## config.mk

```make
export PLATFORM = sky130hd
export DESIGN_NAME = hs_req_budget
export DESIGN_NICKNAME = d
export VERILOG_FILES = /design/src/rtl/hsb_pkg.sv /design/src/rtl/hsb_req_sync.sv /design/src/rtl/hsb_edge_counter.sv /design/src/rtl/hsb_block_counter.sv /design/src/rtl/hs_req_budget.sv
export SDC_FILE = /design/constraint.sdc
export NUM_CORES = 1
export LEC_CHECK = 0
export BUFFER_PORTS_ARGS = -buffer_cell sky130_fd_sc_hd__buf_2
export CELL_PAD_IN_SITES_DETAIL_PLACEMENT = 0
export CELL_PAD_IN_SITES_GLOBAL_PLACEMENT = 1
export CORE_MARGIN = 3
export CORE_UTILIZATION = 39
export DETAILED_ROUTE_END_ITERATION = 12
export HOLD_SLACK_MARGIN = 0.05
export PLACE_DENSITY_LB_ADDON = 0.1
export SYNTH_ARGS = -nofsm -noshare
export SYNTH_HDL_FRONTEND = slang
export SYNTH_HIERARCHICAL = 1
export SYNTH_SLANG_ARGS = --single-unit
```

## constraint.sdc

```tcl
create_clock -name clk -period 5.1 [get_ports clk]
set_clock_uncertainty 0.2 [all_clocks]
set_input_delay 1.02 -clock clk [delete_from_list [all_inputs] [get_ports clk]]
set_output_delay 1.02 -clock clk [all_outputs]
set_load 0.01 [all_outputs]
```

## src/rtl/hsb_pkg.sv

```systemverilog
package hsb_pkg;
  typedef enum logic {
    EDGE_RISE = 1'b0,
    EDGE_FALL = 1'b1
  } edge_pol_e;
endpackage

```

## src/rtl/hsb_req_sync.sv

```systemverilog
module hsb_req_sync #(
  parameter int STAGES = 2
) (
  input  logic              clk,
  input  logic              rst,
  input  logic              req_i,
  input  hsb_pkg::edge_pol_e pol_i,
  output logic              edge_o
);
  logic [STAGES-1:0] chain;
  logic              prev_q;

  for (genvar g = 0; g < STAGES; g++) begin : g_stage
    if (g == 0) begin : g_first
      always_ff @(posedge clk) begin
        if (rst) chain[g] <= 1'b0;
        else     chain[g] <= req_i;
      end
    end else begin : g_next
      always_ff @(posedge clk) begin
        if (rst) chain[g] <= 1'b0;
        else     chain[g] <= chain[g-1];
      end
    end
  end

  always_ff @(posedge clk) begin
    if (rst) prev_q <= 1'b0;
    else     prev_q <= chain[STAGES-1];
  end

  always_comb begin
    if (pol_i == hsb_pkg::EDGE_FALL) edge_o = prev_q & ~chain[STAGES-1];
    else                             edge_o = ~prev_q & chain[STAGES-1];
  end


  edge_single_chk: assert property (@(posedge clk) disable iff (rst)
    edge_o |=> (!edge_o || !$stable(pol_i)));
endmodule

```

## src/rtl/hsb_edge_counter.sv

```systemverilog
module hsb_edge_counter #(
  parameter int W = 16
) (
  input  logic         clk,
  input  logic         rst,
  input  logic         load_i,
  input  logic [W-1:0] load_val_i,
  input  logic         inc_i,
  input  logic         dec_i,
  output logic [W-1:0] cnt_o
);
  localparam logic [W-1:0] CNT_MAX = {1'b0, {(W-1){1'b1}}};
  localparam logic [W-1:0] CNT_MIN = {1'b1, {(W-1){1'b0}}};

  logic [W-1:0] cnt_q;

  always_ff @(posedge clk) begin
    if (rst) begin
      cnt_q <= '0;
    end else if (load_i) begin
      cnt_q <= load_val_i;
    end else if (inc_i && !dec_i) begin
      if (cnt_q != CNT_MAX) cnt_q <= cnt_q + 1'b1;
    end else if (dec_i && !inc_i) begin
      if (cnt_q != CNT_MIN) cnt_q <= cnt_q - 1'b1;
    end
  end

  assign cnt_o = cnt_q;


  preload_chk: assert property (@(posedge clk) disable iff (rst)
    load_i |=> cnt_q == $past(load_val_i));

  no_wrap_up_chk: assert property (@(posedge clk) disable iff (rst)
    (!load_i && inc_i && !dec_i && cnt_q == CNT_MAX) |=> cnt_q == CNT_MAX);

  no_wrap_down_chk: assert property (@(posedge clk) disable iff (rst)
    (!load_i && dec_i && !inc_i && cnt_q == CNT_MIN) |=> cnt_q == CNT_MIN);

  tie_hold_chk: assert property (@(posedge clk) disable iff (rst)
    (!load_i && inc_i && dec_i) |=> $stable(cnt_q));
endmodule

```

## src/rtl/hsb_block_counter.sv

```systemverilog
module hsb_block_counter #(
  parameter int W = 16
) (
  input  logic         clk,
  input  logic         rst,
  input  logic         start_i,
  input  logic         xfer_done_i,
  input  logic         rbc_i,
  input  logic         enable_i,
  input  logic [W-1:0] bcinit_i,
  output logic [W-1:0] bcount_o,
  output logic         busy_o,
  output logic         done_o
);
  logic [W-1:0] bcount_q;
  logic         busy_q;
  logic         last_c;

  assign last_c = busy_q && (bcount_q == '0);

  always_ff @(posedge clk) begin
    if (rst) begin
      bcount_q <= '0;
      busy_q   <= 1'b0;
    end else if (start_i) begin
      bcount_q <= bcinit_i;
      busy_q   <= 1'b1;
    end else if (last_c) begin
      busy_q   <= 1'b0;
    end else if (busy_q && xfer_done_i) begin
      bcount_q <= bcount_q - 1'b1;
    end else if (rbc_i && enable_i && !busy_q) begin
      bcount_q <= bcinit_i;
    end
  end

  assign bcount_o = bcount_q;
  assign busy_o   = busy_q;
  assign done_o   = last_c;


  launch_load_chk: assert property (@(posedge clk) disable iff (rst)
    start_i |=> (busy_q && bcount_q == $past(bcinit_i)));

  close_chk: assert property (@(posedge clk) disable iff (rst)
    (busy_q && bcount_q == '0) |=> (!busy_q && bcount_q == '0));

  rbc_busy_ignored_chk: assert property (@(posedge clk) disable iff (rst)
    (rbc_i && busy_q && !xfer_done_i) |=> $stable(bcount_q));
endmodule

```

## src/rtl/hs_req_budget.sv

```systemverilog
module hs_req_budget #(
  parameter int CNT_W       = 16,
  parameter int SYNC_STAGES = 2
) (
  input  logic             clk,
  input  logic             rst,
  input  logic             req_in,
  input  logic             cfg_enable,
  input  logic             cfg_fall_edge,
  input  logic [CNT_W-1:0] cfg_ecinit,
  input  logic [CNT_W-1:0] cfg_bcinit,
  input  logic             cfg_rbc,
  input  logic             xfer_done,
  output logic             blk_start_o,
  output logic             busy_o,
  output logic             blk_done_o,
  output logic [CNT_W-1:0] ecount_o,
  output logic [CNT_W-1:0] bcount_o
);
  logic             en_q;
  logic             req_edge;
  logic             ec_load;
  logic             ec_inc;
  logic             blk_last;
  logic             launch;
  logic             ec_positive;
  logic [CNT_W-1:0] ec_val;
  logic             busy_w;

  hsb_req_sync #(.STAGES(SYNC_STAGES)) u_sync (
    .clk    (clk),
    .rst    (rst),
    .req_i  (req_in),
    .pol_i  (hsb_pkg::edge_pol_e'(cfg_fall_edge)),
    .edge_o (req_edge)
  );

  always_ff @(posedge clk) begin
    if (rst) en_q <= 1'b0;
    else     en_q <= cfg_enable;
  end

  assign ec_load     = cfg_enable && !en_q;
  assign ec_inc      = cfg_enable && req_edge;
  assign ec_positive = !ec_val[CNT_W-1] && (ec_val != '0);
  assign launch      = cfg_enable && en_q && !busy_w && ec_positive;

  hsb_edge_counter #(.W(CNT_W)) u_ecnt (
    .clk        (clk),
    .rst        (rst),
    .load_i     (ec_load),
    .load_val_i (cfg_ecinit),
    .inc_i      (ec_inc),
    .dec_i      (blk_last),
    .cnt_o      (ec_val)
  );

  hsb_block_counter #(.W(CNT_W)) u_bcnt (
    .clk         (clk),
    .rst         (rst),
    .start_i     (launch),
    .xfer_done_i (xfer_done),
    .rbc_i       (cfg_rbc),
    .enable_i    (cfg_enable),
    .bcinit_i    (cfg_bcinit),
    .bcount_o    (bcount_o),
    .busy_o      (busy_w),
    .done_o      (blk_last)
  );

  always_ff @(posedge clk) begin
    if (rst) begin
      blk_start_o <= 1'b0;
      blk_done_o  <= 1'b0;
    end else begin
      blk_start_o <= launch;
      blk_done_o  <= blk_last;
    end
  end

  assign busy_o   = busy_w;
  assign ecount_o = ec_val;


  launch_gate_chk: assert property (@(posedge clk) disable iff (rst)
    blk_start_o |-> ($past(ec_positive) && busy_w && $past(en_q)));

  done_idle_chk: assert property (@(posedge clk) disable iff (rst)
    blk_done_o |-> !busy_w);

  start_done_excl_chk: assert property (@(posedge clk) disable iff (rst)
    !(blk_start_o && blk_done_o));
endmodule

```

Word level (Yosys, flattened, before mapping)
Cells that the tools add are included.
W data, S select, Z words.
- add/subtract/negate cells: 3
- equal/unequal tests: 4
- muxes and demuxes: 12
- bitwise gates (word level): 4
- reduce and logical (&&, ||, !) cells: 25
- operators by type and width (operator ; number):
    $mux W16 ; 9
    $sub A16 B1 Y16 const B ; 2
    $add A16 B1 Y16 const B ; 1
    $logic_not A16 Y1 ; 1
    $ne A16 B15 Y1 const B ; 1
    $ne A16 B16 Y1 const B ; 1
    $reduce_bool A16 Y1 ; 1
    $logic_and A1 B1 Y1 ; 12
    $reduce_bool A3 Y1 ; 3
    $logic_not A1 Y1 ; 5
    $mux W1 ; 3
    $ne A3 B3 Y1 const B ; 1
    $reduce_and A3 Y1 ; 1
    $and A1 B1 Y1 ; 2
    $ne A2 B1 Y1 const B ; 1
    $not A1 Y1 ; 2
    $reduce_and A2 Y1 ; 1
    $reduce_bool A2 Y1 ; 1
- flip-flop bits (word level): 39
- input port bits: 39
- output and inout port bits: 35
- word-level logic and storage cells: 57

Logic depth before layout (Yosys ltp)
- depth in word-level cells: 9
- depth in mapped cells: 14
- gate-level depth less buffers: 14

By module
Netlist, hierarchy kept.
- by module, submodules not included (module ; instances ; cells an instance ; area each (µm²) ; sequential area each (µm²)):
    hsb_edge_counter ; 1 ; 200 ; 1576.5 ; 320.3
    hsb_block_counter ; 1 ; 154 ; 1141.1 ; 340.3
    hs_req_budget ; 1 ; 16 ; 141.4 ; 60.1
    hsb_req_sync ; 1 ; 9 ; 101.3 ; 60.1

Least setup slack after synthesis
Ideal clock, no wire load.
- kind: reg-to-reg
- start: register u_bcnt.bcount_q[0], in the netlist u_bcnt/bcount_o[0]
- end: register u_ecnt.cnt_q[12], in the netlist u_ecnt/cnt_o[12]
- setup time: 0.131 ns
- arrival time: 3.391 ns
- data required time: 4.769 ns
- slack: 1.378 ns
- cell stages (with the launch flop): 14
- path buffers: 0
- clock period less this slack: 3.722 ns
- cells stage by stage: dfxtp_1 -> inv_1 -> ha_1 -> nor4b_4 -> nand4_1 -> nor2_1 -> nand2b_1 -> ha_1 -> nor2b_1 -> o31ai_2 -> a31oi_1 -> or4_1 -> a311oi_1 -> nor3_1
- word-level cells in the longest chain between the ends: 6
- elaborated cells on any way between the ends: 11
- those cells by class: eq/ne: 1; mux: 2; reduce/logical: 8
- RTL lines (element ; RTL line ; source):
    start, declared ; hsb_block_counter.sv:15 ; logic [W-1:0] bcount_q;
    start signal, assigned ; hsb_block_counter.sv:26 ; bcount_q <= bcinit_i;
    start signal, assigned ; hsb_block_counter.sv:31 ; bcount_q <= bcount_q - 1'b1;
    start signal, assigned ; hsb_block_counter.sv:33 ; bcount_q <= bcinit_i;
    $logic_not A16 Y1 (*) ; hsb_block_counter.sv:19 ; assign last_c = busy_q && (bcount_q == '0);
    $logic_and A1 B1 Y1 (*) ; hsb_block_counter.sv:19 ;
    net blk_last ; hs_req_budget.sv:24 ; logic blk_last;
    $logic_not A1 Y1 ; hsb_edge_counter.sv:22 ; end else if (inc_i && !dec_i) begin
    $logic_and A1 B1 Y1 ; hsb_edge_counter.sv:22 ;
    $ne A3 B3 Y1 (no line), or another cell as far along ; - ;
    $reduce_and A3 Y1 (no line) or $mux W16 (tied branches) ; - ;
    end signal, assigned ; hsb_edge_counter.sv:21 ; cnt_q <= load_val_i;
    end signal, assigned ; hsb_edge_counter.sv:23 ; if (cnt_q != CNT_MAX) cnt_q <= cnt_q + 1'b1;
    end signal, assigned ; hsb_edge_counter.sv:25 ; if (cnt_q != CNT_MIN) cnt_q <= cnt_q - 1'b1;
    end, declared ; hsb_edge_counter.sv:15 ; logic [W-1:0] cnt_q;
The timed path passes the listed nets; every way through them passes the cells marked *.
A chain may end at the register's enable or synchronous reset.

Final worst setup path
- start: register u_bcnt.bcount_q[1], in the netlist u_bcnt/bcount_o[1]
- end: register u_ecnt.cnt_q[12], in the netlist u_ecnt/cnt_o[12]
The elaborated chain is that of the path after synthesis.

==> out/summary.md <==
• status: finished clean
• Resized cells post-CTS: 0
• Initial Util: 0.406
• commonest cells after routing, fill and taps aside: 73 x buf_2, 44 x nand2_1, 39 x dfxtp_1
• number of post-CTS setup repair buffers: 0
• DR vias: 3098
• fraction of final layout cells with drive strength greater than 1: 0.226
• placed instance area: 3380 um^2
• data required time at the worst endpoint: 5.05 ns
• post-synthesis cell type count: 62
• Switching Share: 0.364
• number of hold violations in the final report: 0
• Synth Area per Inst: 7.81 um^2
• class of the most critical setup path: flop to flop
• # H-tree levels: 2
• count of inserted antenna diode cells: 0
• initial DRC count: 108
• number of buffers on the longest clock path: 2
• I/O pin cnt: 74
• die outline area: 8670 um^2
• Post-Route Setup TNS: 0 ns
• worst setup slack before clock tree synthesis: 0.745 ns
• clock latency on the worst-skew pair: 0.29 ns
• slew of the pin with the lowest slew margin: 1.05 ns
• cell depth of the worst min-delay path: 1
• count of synthesis-stage warnings from yosys: 6
• pin count of the biggest net entering global routing: 39
• overflow left after global routing: 0
• Clock Power Share: 0.274
• cell-internal power: 0.639 mW
• Reg2Reg Capture Point: u_ecnt/cnt_o[12]$_SDFFE_PP0P_
• Core Box Area: 7290 um^2
• Crit Reg-Reg Startpoint: u_bcnt/bcount_o[1]$_SDFFE_PP0P_
• Synth Net Count: 436
• number of pins exceeding their max-slew limit in the final report: 0
• routed length per instance: 16.6 um
• Max rail drop VDD: 0.000108 V
• setup repair after global routing missed its margin: false
• weighted congestion at the end of routability-driven global placement: 0.890
• top fanout value on the critical path: 18
• main flop type after synthesis: dfxtp_1
• DRT Pass-1 Iters: 5
• Worst R2R Setup Slack: 0.67 ns
• cell row count: 31
• hold_buf cts: 0
• netlist area before placement: 2960 um^2
• die width: 93.1 um
• Hold WC Path Type: flop to flop
• Root Buffer: clkbuf_8
• most common library cell in the layout ignoring fill and taps: buf_2
• total power divided by cell area: 287 nW/um^2
• leakage component of the power: 1.52 nW
• die height: 93.1 um
• GRT Total Usage: 0.203
• final-stage net count: 503
• count of clock tree sinks: 39
• fraction of registers with async set/reset: 0
• Filler cells: 782
• period utilization: 0.868
• number of instances in the synthesized netlist: 379
• relative slew slack: 0.299
• HPWL after DPL: 6590 um
• clock period minus worst slack: 4.43 ns
• clock-pin transition on the worst setup and hold timing paths: 0.09 ns
• number of buffers inserted during clock tree synthesis: 5
• part of the power in combinational logic: 0.356
• routed vias/inst: 5.67
• sequential-to-total area share from yosys stat: 0.264
• EDFF count, synth: 0
• global-route wire length before repair: 14500 um
• multi-input combinational cell area: 2050 um^2
• final worst-path setup slack: 0.674 ns
• Antenna Nets Post-Route: 0
• number of antenna violations at the first check in global routing: 0
• crit path DAT: 4.37 ns
• depth of the most critical reg-to-reg path: 13
• final setup violating endpoints: 0
• worst hold path startpoint: u_sync/chain[0]$_SDFF_PP0_
• flip-flop and latch count after synthesis: 39
• startpoint kind of the worst setup timing path: flop
• register area: 781 um^2
• DRC: 0
• maximum clock frequency: 226 MHz
• switching power total: 0.365 mW
• clock tree from TritonCTS: yes
• layout overhead on the synthesized area: 18.3%
• routed wire length: 9080 um
• Worst Setup End Kind: flop
• number of buffers inserted by port buffering: 73
• max capacitance violation total: 0
• via count of the first global-routing pass: 3041
• sink of the worst hold path: u_sync/chain[1]$_SDFF_PP0_
• total non-filler cell area in the finished layout: 3500 um^2
• Seq pwr share: 0.370
## logic make-up after synthesis
kind of cell	Yosys count	synth area share
AO/OA/AOI/OAI	126	0.284
multiplexers	3	0.0101
XOR/XNOR	11	0.0325
buffers and inverters	29	0.0448
adder cells (fa/ha/maj)	18	0.0786
AND/OR/NAND/NOR	153	0.286
flip-flops	39	0.264
## worst max-delay path by stage
| stage | from | end | slack, ns | depth (start not counted) |
|---|---|---|---|---|
| final | u_bcnt/bcount_o[1]$_SDFFE_PP0P_ | u_ecnt/cnt_o[12]$_SDFFE_PP0P_ | 0.67 | 13 |
| after global placement | cfg_fall_edge | u_ecnt/cnt_o[12]$_SDFFE_PP0P_ | 0.85 | 12 |
| after CTS | u_bcnt/bcount_o[1]$_SDFFE_PP0P_ | u_ecnt/cnt_o[12]$_SDFFE_PP0P_ | 0.72 | 13 |
| after detailed placement | u_bcnt/bcount_o[1]$_SDFFE_PP0P_ | u_ecnt/cnt_o[12]$_SDFFE_PP0P_ | 0.74 | 13 |
| after global routing | u_bcnt/bcount_o[1]$_SDFFE_PP0P_ | u_ecnt/cnt_o[12]$_SDFFE_PP0P_ | 0.37 | 13 |
| after floorplan | u_bcnt/bcount_o[0]$_SDFFE_PP0P_ | u_ecnt/cnt_o[12]$_SDFFE_PP0P_ | 1.38 | 13 |
## worst max-delay path, cell delays in order, from the launching register on
cell and delay [ns]:
dfxtp_1 0.35, inv_1 0.10, ha_1 0.24, nor4b_4 0.41, nand4_1 0.18, nor2_1 0.18
nand2b_1 0.69, ha_1 0.41, nor2b_1 0.17, o31ai_2 0.34, a31oi_1 0.18, or4_1 0.49
a311oi_1 0.27, nor3_1 0.08
## registers in the layout (all words and copies together) (netlist names)
signal / cells
u_sync/chain: 2
blk_start_o: 1
u_bcnt/bcount_o: 16
u_sync/prev_q: 1
en_q: 1
u_bcnt/busy_o: 1
u_ecnt/cnt_o: 16
blk_done_o: 1
## Yosys cell counts, types with 5 or more instances
cell      number  area [um^2]
nor2_1        30          113
clkbuf_1      10         37.5
dfxtp_1       39          781
nor2b_1        8         50.1
and2_1         6         37.5
o21ai_0       15         75.1
a31oi_1       13         81.3
nor4_1         7         43.8
nand4_1        7         43.8
ha_1          17          213
xnor2_1        7         61.3
a21o_1         5         37.5
nor3_1         8         40.0
o21a_1         6         45.0
a21oi_1       32          160
a211oi_1       6         45.0
inv_1         14         52.6
o21ai_1       15         75.1
nand3_1       13         65.1
nand2_1       44          165
## area by class of cell
type                    instances  share of cell area
multi-input cells             311               0.584
flip-flops and latches         39               0.223
repair buffers                 75               0.109
well taps                      99              0.0354
clock buffers                   6              0.0236
inverters                      14              0.0150
clock inverters                 2              0.0100
## layer usage
| metal | up-vias | GRT usage | part of all wire |
|---|---|---|---|
| met4 | 0 | 0.0562 | 0.012 |
| met1 | 1478 | 0.244 | 0.44 |
| li1 | 1548 | - | - |
| met5 | - | 0 | 0 |
| met3 | 8 | 0.0225 | 0.030 |
| met2 | 64 | 0.381 | 0.51 |
## power groups by stage
stage          clock (mW)  sequential [mW]  combinational (mW)
3_3_place_gp            0            0.378               0.354
6_report            0.275            0.371               0.358
2_1_floorplan           0            0.377               0.251
4_1_cts             0.285            0.371               0.356
3_5_place_dp            0            0.379               0.353
5_1_grt             0.295            0.376               0.395
## metrics by stage
step                 util  hold WS, ns  instances  power, mW
floorplan               -        0.214        379      0.628
global placement    0.464        0.221        538      0.732
detailed placement  0.464        0.240        538      0.732
CTS                 0.480        0.256        546       1.01
global route        0.480        0.272        546       1.07
finish              0.480        0.257        546       1.00
(Power assumes the default switching activity.)
